File: src/rtl/spi_di_pkg.sv
package spi_di_pkg;
  typedef enum logic {
    XFER_READ  = 1'b0,
    XFER_WRITE = 1'b1
  } xfer_kind_e;
endpackage

File: src/rtl/spi_di_sync.sv
// Multi-stage synchronizer for a vector of asynchronous pins.
module spi_di_sync #(
  parameter int          N       = 1,
  parameter int          STAGES  = 2,
  parameter logic [N-1:0] RST_VAL = '0
) (
  input  logic         clk,
  input  logic         rst_n,
  input  logic [N-1:0] d,
  output logic [N-1:0] q
);
  logic [STAGES-1:0][N-1:0] stg;

  always_ff @(posedge clk or negedge rst_n) begin
    if (!rst_n) begin
      for (int i = 0; i < STAGES; i++) stg[i] <= RST_VAL;
    end else begin
      stg[0] <= d;
      for (int i = 1; i < STAGES; i++) stg[i] <= stg[i-1];
    end
  end

  assign q = stg[STAGES-1];
endmodule

File: src/rtl/spi_di_edge.sv
// Edge detection on the synchronized select and serial clock.
module spi_di_edge (
  input  logic clk,
  input  logic rst_n,
  input  logic cs_n_s,
  input  logic sclk_s,
  output logic cs_fall,
  output logic cs_rise,
  output logic sclk_rise,
  output logic sclk_fall
);
  logic cs_n_p, sclk_p;

  always_ff @(posedge clk or negedge rst_n) begin
    if (!rst_n) begin
      cs_n_p <= 1'b1;
      sclk_p <= 1'b0;
    end else begin
      cs_n_p <= cs_n_s;
      sclk_p <= sclk_s;
    end
  end

  assign cs_fall   = cs_n_p & ~cs_n_s;
  assign cs_rise   = ~cs_n_p & cs_n_s;
  assign sclk_rise = sclk_s & ~sclk_p & ~cs_n_s & ~cs_fall;
  assign sclk_fall = ~sclk_s & sclk_p & ~cs_n_s & ~cs_fall;
endmodule

File: src/rtl/spi_di_shift.sv
// Shared shift path: status snapshot out, pass-through delay, write capture.
module spi_di_shift
  import spi_di_pkg::*;
#(
  parameter int W = 8
) (
  input  logic         clk,
  input  logic         rst_n,
  input  logic         cs_fall,
  input  logic         cs_rise,
  input  logic         sclk_rise,
  input  logic         sclk_fall,
  input  logic         sel_s,
  input  logic         sdi_s,
  input  logic [W-1:0] din_s,
  output logic         sdo_bit,
  output logic         commit,
  output logic [W-1:0] commit_data
);
  localparam int CW = $clog2(W + 1);
  localparam logic [CW-1:0] FULL = CW'(W);

  xfer_kind_e     kind;
  logic [W-1:0]   tx_q;
  logic [W-1:0]   rx_q;
  logic [CW-1:0]  cnt;

  always_ff @(posedge clk or negedge rst_n) begin
    if (!rst_n) begin
      kind <= XFER_READ;
      cnt  <= '0;
    end else if (cs_fall) begin
      kind <= xfer_kind_e'(sel_s);
      cnt  <= '0;
    end else if (sclk_rise && cnt != FULL) begin
      cnt <= cnt + 1'b1;
    end
  end

  // receive path: sampled on rising serial clock
  always_ff @(posedge clk or negedge rst_n) begin
    if (!rst_n)         rx_q <= '0;
    else if (sclk_rise) rx_q <= {rx_q[W-2:0], sdi_s};
  end

  // transmit path: loaded at select fall, advanced on falling serial clock;
  // the newest received bit enters behind the snapshot (W-bit delay)
  always_ff @(posedge clk or negedge rst_n) begin
    if (!rst_n)         tx_q <= '0;
    else if (cs_fall)   tx_q <= din_s;
    else if (sclk_fall) tx_q <= {tx_q[W-2:0], rx_q[0]};
  end

  always_ff @(posedge clk or negedge rst_n) begin
    if (!rst_n) begin
      commit      <= 1'b0;
      commit_data <= '0;
    end else begin
      commit <= cs_rise && (kind == XFER_WRITE) && (cnt == FULL);
      if (cs_rise) commit_data <= rx_q;
    end
  end

  assign sdo_bit = tx_q[W-1];

  a_r5_cnt_bound: assert property (@(posedge clk) disable iff (!rst_n)
    cnt <= FULL);
  a_r6_commit_on_release: assert property (@(posedge clk) disable iff (!rst_n)
    commit |-> $past(cs_rise));
endmodule

File: src/rtl/spi_di_term.sv
// Termination register and per-input enable outputs.
module spi_di_term #(
  parameter int W = 8
) (
  input  logic         clk,
  input  logic         rst_n,
  input  logic         commit,
  input  logic [W-1:0] commit_data,
  output logic [W-1:0] pu_en,
  output logic [W-1:0] pd_en
);
  logic [W-1:0] cfg_q;
  logic         cfg_valid;

  always_ff @(posedge clk or negedge rst_n) begin
    if (!rst_n) begin
      cfg_q     <= '0;
      cfg_valid <= 1'b0;
    end else if (commit) begin
      cfg_q     <= commit_data;
      cfg_valid <= 1'b1;
    end
  end

  for (genvar i = 0; i < W; i++) begin : g_term
    always_comb begin
      pu_en[i] = cfg_valid &  cfg_q[i];
      pd_en[i] = cfg_valid & ~cfg_q[i];
    end
  end

  a_r8_valid_sticky: assert property (@(posedge clk) disable iff (!rst_n)
    cfg_valid |=> cfg_valid);
  a_r7_first_needs_commit: assert property (@(posedge clk) disable iff (!rst_n)
    $rose(cfg_valid) |-> $past(commit));
  a_r6_cfg_moves_on_commit: assert property (@(posedge clk) disable iff (!rst_n)
    !commit |=> $stable(cfg_q));
endmodule

File: src/rtl/spi_di_slave.sv
module spi_di_slave #(
  parameter int W      = 8,
  parameter int STAGES = 2
) (
  input  logic         clk,
  input  logic         rst_n,
  input  logic         cs_n,
  input  logic         sel,
  input  logic         sclk,
  input  logic         sdi,
  output logic         sdo,
  output logic         sdo_oe,
  input  logic [W-1:0] din,
  output logic [W-1:0] pu_en,
  output logic [W-1:0] pd_en
);
  localparam int NPIN = 4;

  logic [NPIN-1:0] pins_s;
  logic [W-1:0]    din_s;
  logic cs_n_s, sel_s, sclk_s, sdi_s;
  logic cs_fall, cs_rise, sclk_rise, sclk_fall;
  logic commit;
  logic [W-1:0] commit_data;

  spi_di_sync #(.N(NPIN), .STAGES(STAGES), .RST_VAL(NPIN'(4'b1000))) u_pin_sync (
    .clk(clk), .rst_n(rst_n), .d({cs_n, sel, sclk, sdi}), .q(pins_s)
  );
  assign {cs_n_s, sel_s, sclk_s, sdi_s} = pins_s;

  spi_di_sync #(.N(W), .STAGES(STAGES), .RST_VAL('0)) u_din_sync (
    .clk(clk), .rst_n(rst_n), .d(din), .q(din_s)
  );

  spi_di_edge u_edge (
    .clk(clk), .rst_n(rst_n), .cs_n_s(cs_n_s), .sclk_s(sclk_s),
    .cs_fall(cs_fall), .cs_rise(cs_rise),
    .sclk_rise(sclk_rise), .sclk_fall(sclk_fall)
  );

  spi_di_shift #(.W(W)) u_shift (
    .clk(clk), .rst_n(rst_n),
    .cs_fall(cs_fall), .cs_rise(cs_rise),
    .sclk_rise(sclk_rise), .sclk_fall(sclk_fall),
    .sel_s(sel_s), .sdi_s(sdi_s), .din_s(din_s),
    .sdo_bit(sdo), .commit(commit), .commit_data(commit_data)
  );

  spi_di_term #(.W(W)) u_term (
    .clk(clk), .rst_n(rst_n), .commit(commit), .commit_data(commit_data),
    .pu_en(pu_en), .pd_en(pd_en)
  );

  assign sdo_oe = ~cs_n_s;

  a_r2_quiet_when_released: assert property (@(posedge clk) disable iff (!rst_n)
    !sdo_oe |=> $stable(sdo));
endmodule

File: config.mk
export PLATFORM = sky130hd
export DESIGN_NAME = spi_di_slave
export DESIGN_NICKNAME = d
export VERILOG_FILES = /design/src/rtl/spi_di_pkg.sv /design/src/rtl/spi_di_sync.sv /design/src/rtl/spi_di_edge.sv /design/src/rtl/spi_di_shift.sv /design/src/rtl/spi_di_term.sv /design/src/rtl/spi_di_slave.sv
export SDC_FILE = /design/constraint.sdc
export NUM_CORES = 1
export LEC_CHECK = 0
export BUFFER_PORTS_ARGS = -buffer_cell sky130_fd_sc_hd__buf_4
export CORE_AREA = 2 2 64 72
export DETAILED_ROUTE_END_ITERATION = 6
export DIE_AREA = 0 0 66 74
export GPL_TIMING_DRIVEN = 0
export PLACE_DENSITY = 0.83
export SETUP_SLACK_MARGIN = 0.5
export SYNTH_ARGS = -nofsm -noshare
export SYNTH_HDL_FRONTEND = slang
export SYNTH_SLANG_ARGS = --single-unit
File: constraint.sdc
create_clock -name clk -period 2.55 [get_ports clk]
set_clock_uncertainty 0.2 [all_clocks]
set_input_delay 0.255 -clock clk [delete_from_list [all_inputs] [get_ports clk]]
set_output_delay 0.255 -clock clk [all_outputs]
set_load 0.02 [all_outputs]
# == Yosys cells after proc, flatten, opt, wreduce, memory -nomap -nowiden ==
# Index checks and enable logic that the tools add are counted.
# op_classes
n_bitwise,37
addsub,1
reduce_logical,5
eq_ne,2
n_mux,4
# op_table
operator,count
AND 1 bit,24
two-way mux 8 bit,2
inverter 1 bit,13
two-way mux 4 bit,2
adder 4 x 1 -> 4 bit (second input constant),1
== test 4 bit (second input constant),1
inequality test 4 bit (second input constant),1
nonzero test 2 bit,2
logical AND 1 bit,3
# totals
reg_bits,65

# == Longest topological paths before layout ==
# Gate-level depths: netlist of the first run.
# depth
word_depth,7
depth_mapped,5
ltp_nobuf,5

# == Hierarchy ==
# From an unflattened synthesis of the first run, not the netlist that was laid out.
# unflattened
cells_unflattened,176
hier_area_um2,2506.2
# by_module_without_submodules
module,seq_area_each_um2,cells_each,area_each_um2,n_inst
spi_di_shift,750.7,97,1256.2,1
spi_di_term,225.2,36,470.5,1
spi_di_sync (u_din_sync),400.4,24,460.4,1
spi_di_sync (u_pin_sync),202.7,12,232.7,1
spi_di_edge,51.3,6,82.6,1
spi_di_slave,0.0,1,3.8,1

# == Least setup slack after synthesis of the first run ==
# Ideal clock, no wire load.
# synth_path
path_kind,reg2reg
startpoint,reg u_pin_sync.stg (netlist bit u_pin_sync.q[3])
endpoint,reg u_shift.cnt[1]
synth_period_minus_slack_ns,1.693
t_arrival_ns,1.368
path_stages_with_launch,4
setup_slack_ns,0.857
setup_time_ns,0.125
cell_sequence,dfstp_2 -> nor4b_4 -> nand2_4 -> mux2_4
# synth_between
elab_chain_cells,6
elab_cells_between_ends,8
classes_between,mux (1); bitwise (5); reduce/logical (2)
# synth_rtl
item,line,rtl
"start, declared",spi_di_sync.sv:12,logic [STAGES-1:0][N-1:0] stg;
inverter 1 bit *,"spi_di_edge.sv:24, spi_di_edge.sv:26",
AND 1 bit,spi_di_edge.sv:24,assign cs_fall = cs_n_p & ~cs_n_s;
inverter 1 bit,spi_di_edge.sv:26,assign sclk_rise = sclk_s & ~sclk_p & ~cs_n_s & ~cs_fall;
AND 1 bit,spi_di_edge.sv:26,
logical AND 1 bit,spi_di_shift.sv:35,end else if (sclk_rise && cnt != FULL) begin
nonzero test 2 bit (no source line),-,
"end signal, assigned",spi_di_shift.sv:36,cnt <= cnt + 1'b1;
"end, declared",spi_di_shift.sv:26,logic [CW-1:0] cnt;
# Every way passes the cells marked *; elsewhere a longest branch is shown, timed or not.
# A chain may end at the register's enable or synchronous reset.

# == Worst setup path after layout of the first run ==
# Ends and elaborated chain as after synthesis.

==> results of run 1 <==
kinds of logic after synthesis:
group	after synthesis	share of synthesized area, %
compound gates	8	2.57
xor+xnor	1	0.367
fa+ha+maj	2	1.05
buf+inv	9	1.57
flops	65	68.3
mux	28	13.2
simple gates	55	12.9
routing by layer:
layer / vias to the layer above / global-route usage (%) / part of all wire [%]
met5: - / 0 / 0
met4: 0 / 13.4 / 3.4
met3: 14 / 4.39 / 4.4
met2: 44 / 34.1 / 56
met1: 708 / 20.2 / 36
li1: 672 / - / -
sequential cells by signal, indices dropped and copies added, names as in the netlist:
| signal | cells |
|---|---|
| u_din_sync.q | 8 |
| u_din_sync.stg | 8 |
| u_edge.cs_n_p | 1 |
| u_edge.sclk_p | 1 |
| u_pin_sync.q | 4 |
| u_pin_sync.stg | 4 |
| u_shift.cnt | 4 |
| u_shift.commit | 1 |
| u_shift.commit_data | 8 |
| u_shift.kind | 1 |
| u_shift.rx_q | 8 |
| u_shift.tx_q | 8 |
| u_term.cfg_q | 8 |
| u_term.cfg_valid | 1 |
cell usage after synthesis (all sizes together):
cell type  number
nand2          18
and2b           1
mux2i           3
ha              2
clkbuf          3
or3b            1
nor2b           9
or2             1
and3            3
nor2            8
nand3b          1
inv             3
a221o           3
a31oi           5
and2            8
buf             3
nor3b           1
nor4b           1
nand3           2
mux2           25
nand2b          1
xor2            1
dfstp           3
dfrtp          62
per-stage QoR:
step	hold slack, ps	setup slack (ps)	area, um^2
after floorplan	-241	857	2390
after global placement	131	698	2690
after detailed placement	135	653	2690
after CTS	149	656	3010
after global routing	155	573	3010
final	147	671	3010
power breakdown:
part	internal (mW)	switching [mW]	leakage, nW
logic	0.106	0.0762	0.582
registers	1.14	0.0668	0.812
clock network	0.476	0.343	0.0974
total	1.72	0.486	1.49
layout make-up:
type / count / area, um^2
repair buffers: 44 / 363
well taps: 54 / 67.6
plain buffers: 6 / 26.3
fillers: 307 / 1190
flip-flops and latches: 65 / 1630
inverters: 3 / 11.3
multi-input cells: 94 / 718
clock inverters: 3 / 40.0
clock buffers: 13 / 149
path summary, 6_finish.rpt:
| check | start | endpoint | slack, ps |
|---|---|---|---|
| worst max-delay path | u_pin_sync.q[3] | u_shift.cnt[1] | 670 |
| worst min-delay path | u_din_sync.stg[3] | u_din_sync.q[3] | 150 |
| worst max register to register | u_pin_sync.q[3] | u_shift.cnt[1] | 670 |
| worst min register to register | u_din_sync.stg[3] | u_din_sync.q[3] | 150 |
| max in group asynchronous | rst_n | u_shift.tx_q[5] | 1300 |
| min in group asynchronous | rst_n | u_shift.commit_data[7] | 350 |
==> impl_metrics.yaml, run 1 <==
status:
  outcome: "finished, final reports clean"
die:
  fp.coreArea_um2: 4190
  io_pins: 32
  die_w_um: 66
  die_area_um2: 4880
  rows: 25
  start_util_pct: 56.9
  die_h_um: 74
grt:
  gr-total-overflow: 0
  grt_pass1_wl_um: 6760
  antenna_found_initial: 0
  grt_max_degree: 66
  grt_usage_pct: 19.2
  grt_pass1_vias: 1539
critical_path:
  critical_path_arrival_ps: 1890
  critPathLaunchType: "flip-flop"
  criticalPathCategory: "reg2reg"
  required_ps: 2560
  cp.depth: 3
  critPathMaxStageDelay_ps: 700
  worstPathMaxFanout: 10
  crit_path_top_delay_cell: "nor4b_4"
  endpoint_kind: "flip-flop"
  cp_top_family: "simple AND/OR/NAND/NOR gates"
  critical_path.cell_chain: "nor4b_4 > nand2_4 > mux2_4"
  reg2reg_depth: 3
  crit_buf_inv: 0
timing:
  hold_viol: 0
  worst_slew_pin_slew_ps: 772
  setup_viol: 0
  min_period_ps: 1880
  report.final.slew_viol_count: 0
  fmax_ghz: 0.532
  setup-tns-final_ps: 0
  relSlewSlack_pct: 48.5
  period_share_pct: 73.7
  rsz0062_at_grt: "false"
cts:
  numCtsBuffers: 9
  cts_root_buf: "clkbuf_8"
  htreeDepth: 3
  ctsResizeCount: 0
  path_clk_slew_ps: 60
  tritoncts: "yes"
  holdBufCountCts: 13
  postCtsSetupRepairBufs: 0
  clkLatencyLatePin_ps: 330
  cts_buffer_depth: 2
  cts.sinks: 65
hold_path:
  hold_depth: 0
  hold_path.class: "reg2reg"
route:
  vias: 1438
  routedWlPerCell_um: 13.6
  first_pass_iters: 3
  first_iter_violations: 31
  viasPerCell: 5.10
  drcViolationCount: 0
  routed_wl_um: 3850
  ant_nets: 0
final_layout:
  mostFrequentLayoutCells: "dfrtp_1, buf_4, mux2_2"
  instances_no_fill: 282
  area_growth_pct: 26.0
  fin_util_pct: 71.7
  drive_above_1_share_pct: 34.2
  nets: 239
  diodes: 0
  final_common_cell: "dfrtp_1"
logic_synthesis:
  synth_top_area_share_pct: 65.0
  syn_area_um2: 2390
  ys_types: 26
  avgSynthCellArea_um2: 14.2
  synthCells: 168
  synth_nets: 184
  synth-warning-count: 0
  seq_area_frac_synth_pct: 68.3
  ys_top_cells_by_area: "dfrtp_1, mux2_2, dfstp_2, nand2_1, nor2b_1"
  synth_top_cell_by_area: "dfrtp_1"
  ys_seq_elements: 65
power_and_ir_drop:
  p_leak_nw: 1.49
  powerDensity_nw_per_um2: 735
  power_mw: 2.21
  ir_worst_vdd_uv: 605
placed_design:
  place_inst: 253
  dp_hpwl_um: 2680
  port_buffers: 31
  place_congestion: 0.772
flow_run:
  cap_violations: 0
No activity file was read; power rests on OpenSTA's default activity.
==> run 2: changes to the inputs <==
--- a/config.mk
+++ b/config.mk
@@ -5,12 +5,13 @@
 export SDC_FILE = /design/constraint.sdc
 export NUM_CORES = 1
 export LEC_CHECK = 0
+export ABC_AREA = 1
 export BUFFER_PORTS_ARGS = -buffer_cell sky130_fd_sc_hd__buf_4
-export CORE_AREA = 2 2 64 72
+export CORE_AREA = 2 2 70 79
 export DETAILED_ROUTE_END_ITERATION = 6
-export DIE_AREA = 0 0 66 74
+export DIE_AREA = 0 0 72 81
 export GPL_TIMING_DRIVEN = 0
-export PLACE_DENSITY = 0.83
+export PLACE_DENSITY = 0.75
 export SETUP_SLACK_MARGIN = 0.5
 export SYNTH_ARGS = -nofsm -noshare
 export SYNTH_HDL_FRONTEND = slang
==> constraint.sdc (replaced) <==
create_clock -name clk -period 1.7 [get_ports clk]
set_clock_uncertainty 0.2 [all_clocks]
set_input_delay 0.17 -clock clk [delete_from_list [all_inputs] [get_ports clk]]
set_output_delay 0.17 -clock clk [all_outputs]
set_load 0.02 [all_outputs]
==> impl_metrics.yaml, run 2 <==
route:
  routedWlPerCell_um: 12.7
  vias: 1908
  drcViolationCount: 0
  ant_nets: 0
  routed_wl_um: 5050
  viasPerCell: 4.81
  first_iter_violations: 128
  first_pass_iters: 4
final_layout:
  fillers: 345
  nets: 348
  seq_area_um2: 1630
  drive_above_1_share_pct: 41.5
  final_common_cell: "nand2_1"
  area_growth_pct: 50.7
  multi_input_area_um2: 951
  fin_area_um2: 3690
  instances_no_fill: 397
  diodes: 0
  fin_util_pct: 71.6
  mostFrequentLayoutCells: "nand2_1, dfrtp_1, buf_4"
logic_synthesis:
  seq_area_frac_synth_pct: 66.6
  synth.most_common_cell: "nand2_1"
  ys_top_cells_by_area: "dfrtp_1, nand2_1, inv_1, o21ai_0, dfstp_2"
  synth_top_cell_by_area: "dfrtp_1"
  synth_top_area_share_pct: 63.4
  synth-warning-count: 0
  synthCells: 252
  synth_commonest_cells: "nand2_1, dfrtp_1, inv_1"
  ys_seq_elements: 65
  synth_enable_flop_cells: 0
  ys_types: 21
  avgSynthCellArea_um2: 9.72
  synth_nets: 268
  synth_ff_type: "dfrtp_1"
  syn_area_um2: 2450
  synthArstFlopShare_pct: 100
critical_path:
  endpoint_kind: "output pin"
  reg2reg_from: "u_pin_sync.q[3]"
  crit_path_top_delay_cell: "dfstp_2"
  required_ps: 1330
  criticalPathCategory: "reg2out"
  cp-endpoint: "sdo_oe"
  reg2reg_depth: 7
  critPathLaunch: "u_pin_sync.q[3]"
  critPathMaxStageDelay_ps: 590
  rr_endpoint: "u_shift.commit_data[7]"
  crit_buf_inv: 2
  critPathLaunchType: "flip-flop"
  cp_top_family: "flip-flops"
  critical_path.cell_chain: "clkinv_4 > buf_6"
  cp.depth: 2
  ff2ff_setup_slack_ps: 200
  critical_path_arrival_ps: 1170
  worstPathMaxFanout: 4
power_and_ir_drop:
  p_leak_nw: 1.88
  p_seq_share_pct: 52.5
  switchingPower_mw: 0.858
  ir_worst_vdd_uv: 814
  power_mw: 3.34
  pwr-share-clk_pct: 34.4
  switching_share_pct: 25.7
  combinationalPowerShare_pct: 13.0
  powerDensity_nw_per_um2: 905
  p_int_mw: 2.48
hold_path:
  hold_path.class: "in2async"
die:
  die_w_um: 72
  die_h_um: 81
  fp.coreArea_um2: 5150
  io_pins: 32
  rows: 28
  start_util_pct: 47.5
  die_area_um2: 5830
status:
  outcome: "finished with violations"
  violations: "hold timing"
cts:
  htreeDepth: 3
  path_clk_slew_ps: 70
  holdBufCountCts: 12
  cts_buffer_depth: 2
  cts_root_buf: "clkbuf_8"
  tritoncts: "yes"
  clkLatencyLatePin_ps: 340
  numCtsBuffers: 9
  cts.sinks: 65
grt:
  grt_usage_pct: 18.7
  grt_pass1_vias: 1901
  grt_max_degree: 66
  gr-total-overflow: 0
  antenna_found_initial: 0
  grt_pass1_wl_um: 8120
placed_design:
  place_ws_ps: 258
  place_congestion: 0.727
  dp_hpwl_um: 2650
  port_buffers: 31
  placed_area_um2: 2820
  place_inst: 343
timing:
  report.final.slew_viol_count: 0
  setup_viol: 0
  rsz0062_at_grt: "true"
  hold_ws_ps: -310
  setup-tns-final_ps: 0
  worst_slew_pin_slew_ps: 800
  min_period_ps: 1540
  hold_viol: 62
  fmax_ghz: 0.649
  relSlewSlack_pct: 46.6
  timing.final.ws_setup_ps: 159
  period_share_pct: 90.6
flow_run:
  cap_violations: 0
==> run 2: cell types whose count changed after synthesis, sizes merged, moves of 9 or more <==
cell	before	now
nand2	18	99
inv	3	28
mux2	25	0
o21ai	0	17
nor2	8	21
nor2b	9	0
==> run 2: how the worst min path moves through the flow <==
stage	start	to	slack, ps	cells after the start
6_report	rst_n	u_term.cfg_q[7]	-310	1
5_1_grt	rst_n	u_term.cfg_q[6]	-220	1
4_1_cts	rst_n	u_shift.tx_q[1]	-270	1
3_5_place_dp	sdi	u_pin_sync.stg[0]	80	1
3_3_place_gp	din[6]	u_din_sync.stg[6]	80	1
2_1_floorplan	rst_n	u_din_sync.q[0]	-330	0
==> run 2: routing by layer <==
metal	routed length, um	up-vias	track usage (%)
li1	-	925	-
met1	1870	922	19.6
met3	188	15	5.33
met2	2820	46	34.3
met5	0	-	0
met4	171	0	9.06
==> run 2: timing repair <==
| item | CTS | global route |
|---|---|---|
| setup endpoints to repair | 56 | 48 |
| resized for setup | 90 | 27 |
| cloned | 5 | 0 |
| setup buffers | 13 | 8 |
| pin swaps | 9 | 7 |
| hold endpoints to repair | 74 | 62 |
==> run 2: power by group through the flow <==
stage / Clock (mW) / Sequential (mW) / Combinational [mW]
5_1_grt: 1.24 / 1.77 / 0.485
6_report: 1.15 / 1.75 / 0.436
4_1_cts: 1.18 / 1.75 / 0.370
3_3_place_gp: 0 / 1.76 / 0.233
2_1_floorplan: 0 / 1.76 / 0.144
3_5_place_dp: 0 / 1.77 / 0.243
==> run 2: logic make-up after synthesis <==
kind of cell	share of synthesized area, %
AND/OR/NAND/NOR	21.1
AO/OA/AOI/OAI	4.60
flip-flops	66.6
buffers and inverters	6.39
adder cells (fa/ha/maj)	1.02
XOR/XNOR	0.358
==> run 2: cell type report <==
cell class | count | share of cell area (%)
inverter | 30 | 4.04
clock buffer | 13 | 4.31
buffer | 5 | 1.36
timing repair inverter | 1 | 0.305
tap | 60 | 2.03
clock inverter | 3 | 0.407
timing repair buffer | 68 | 17.6
sequential | 65 | 44.2
multi-input combinational | 152 | 25.8
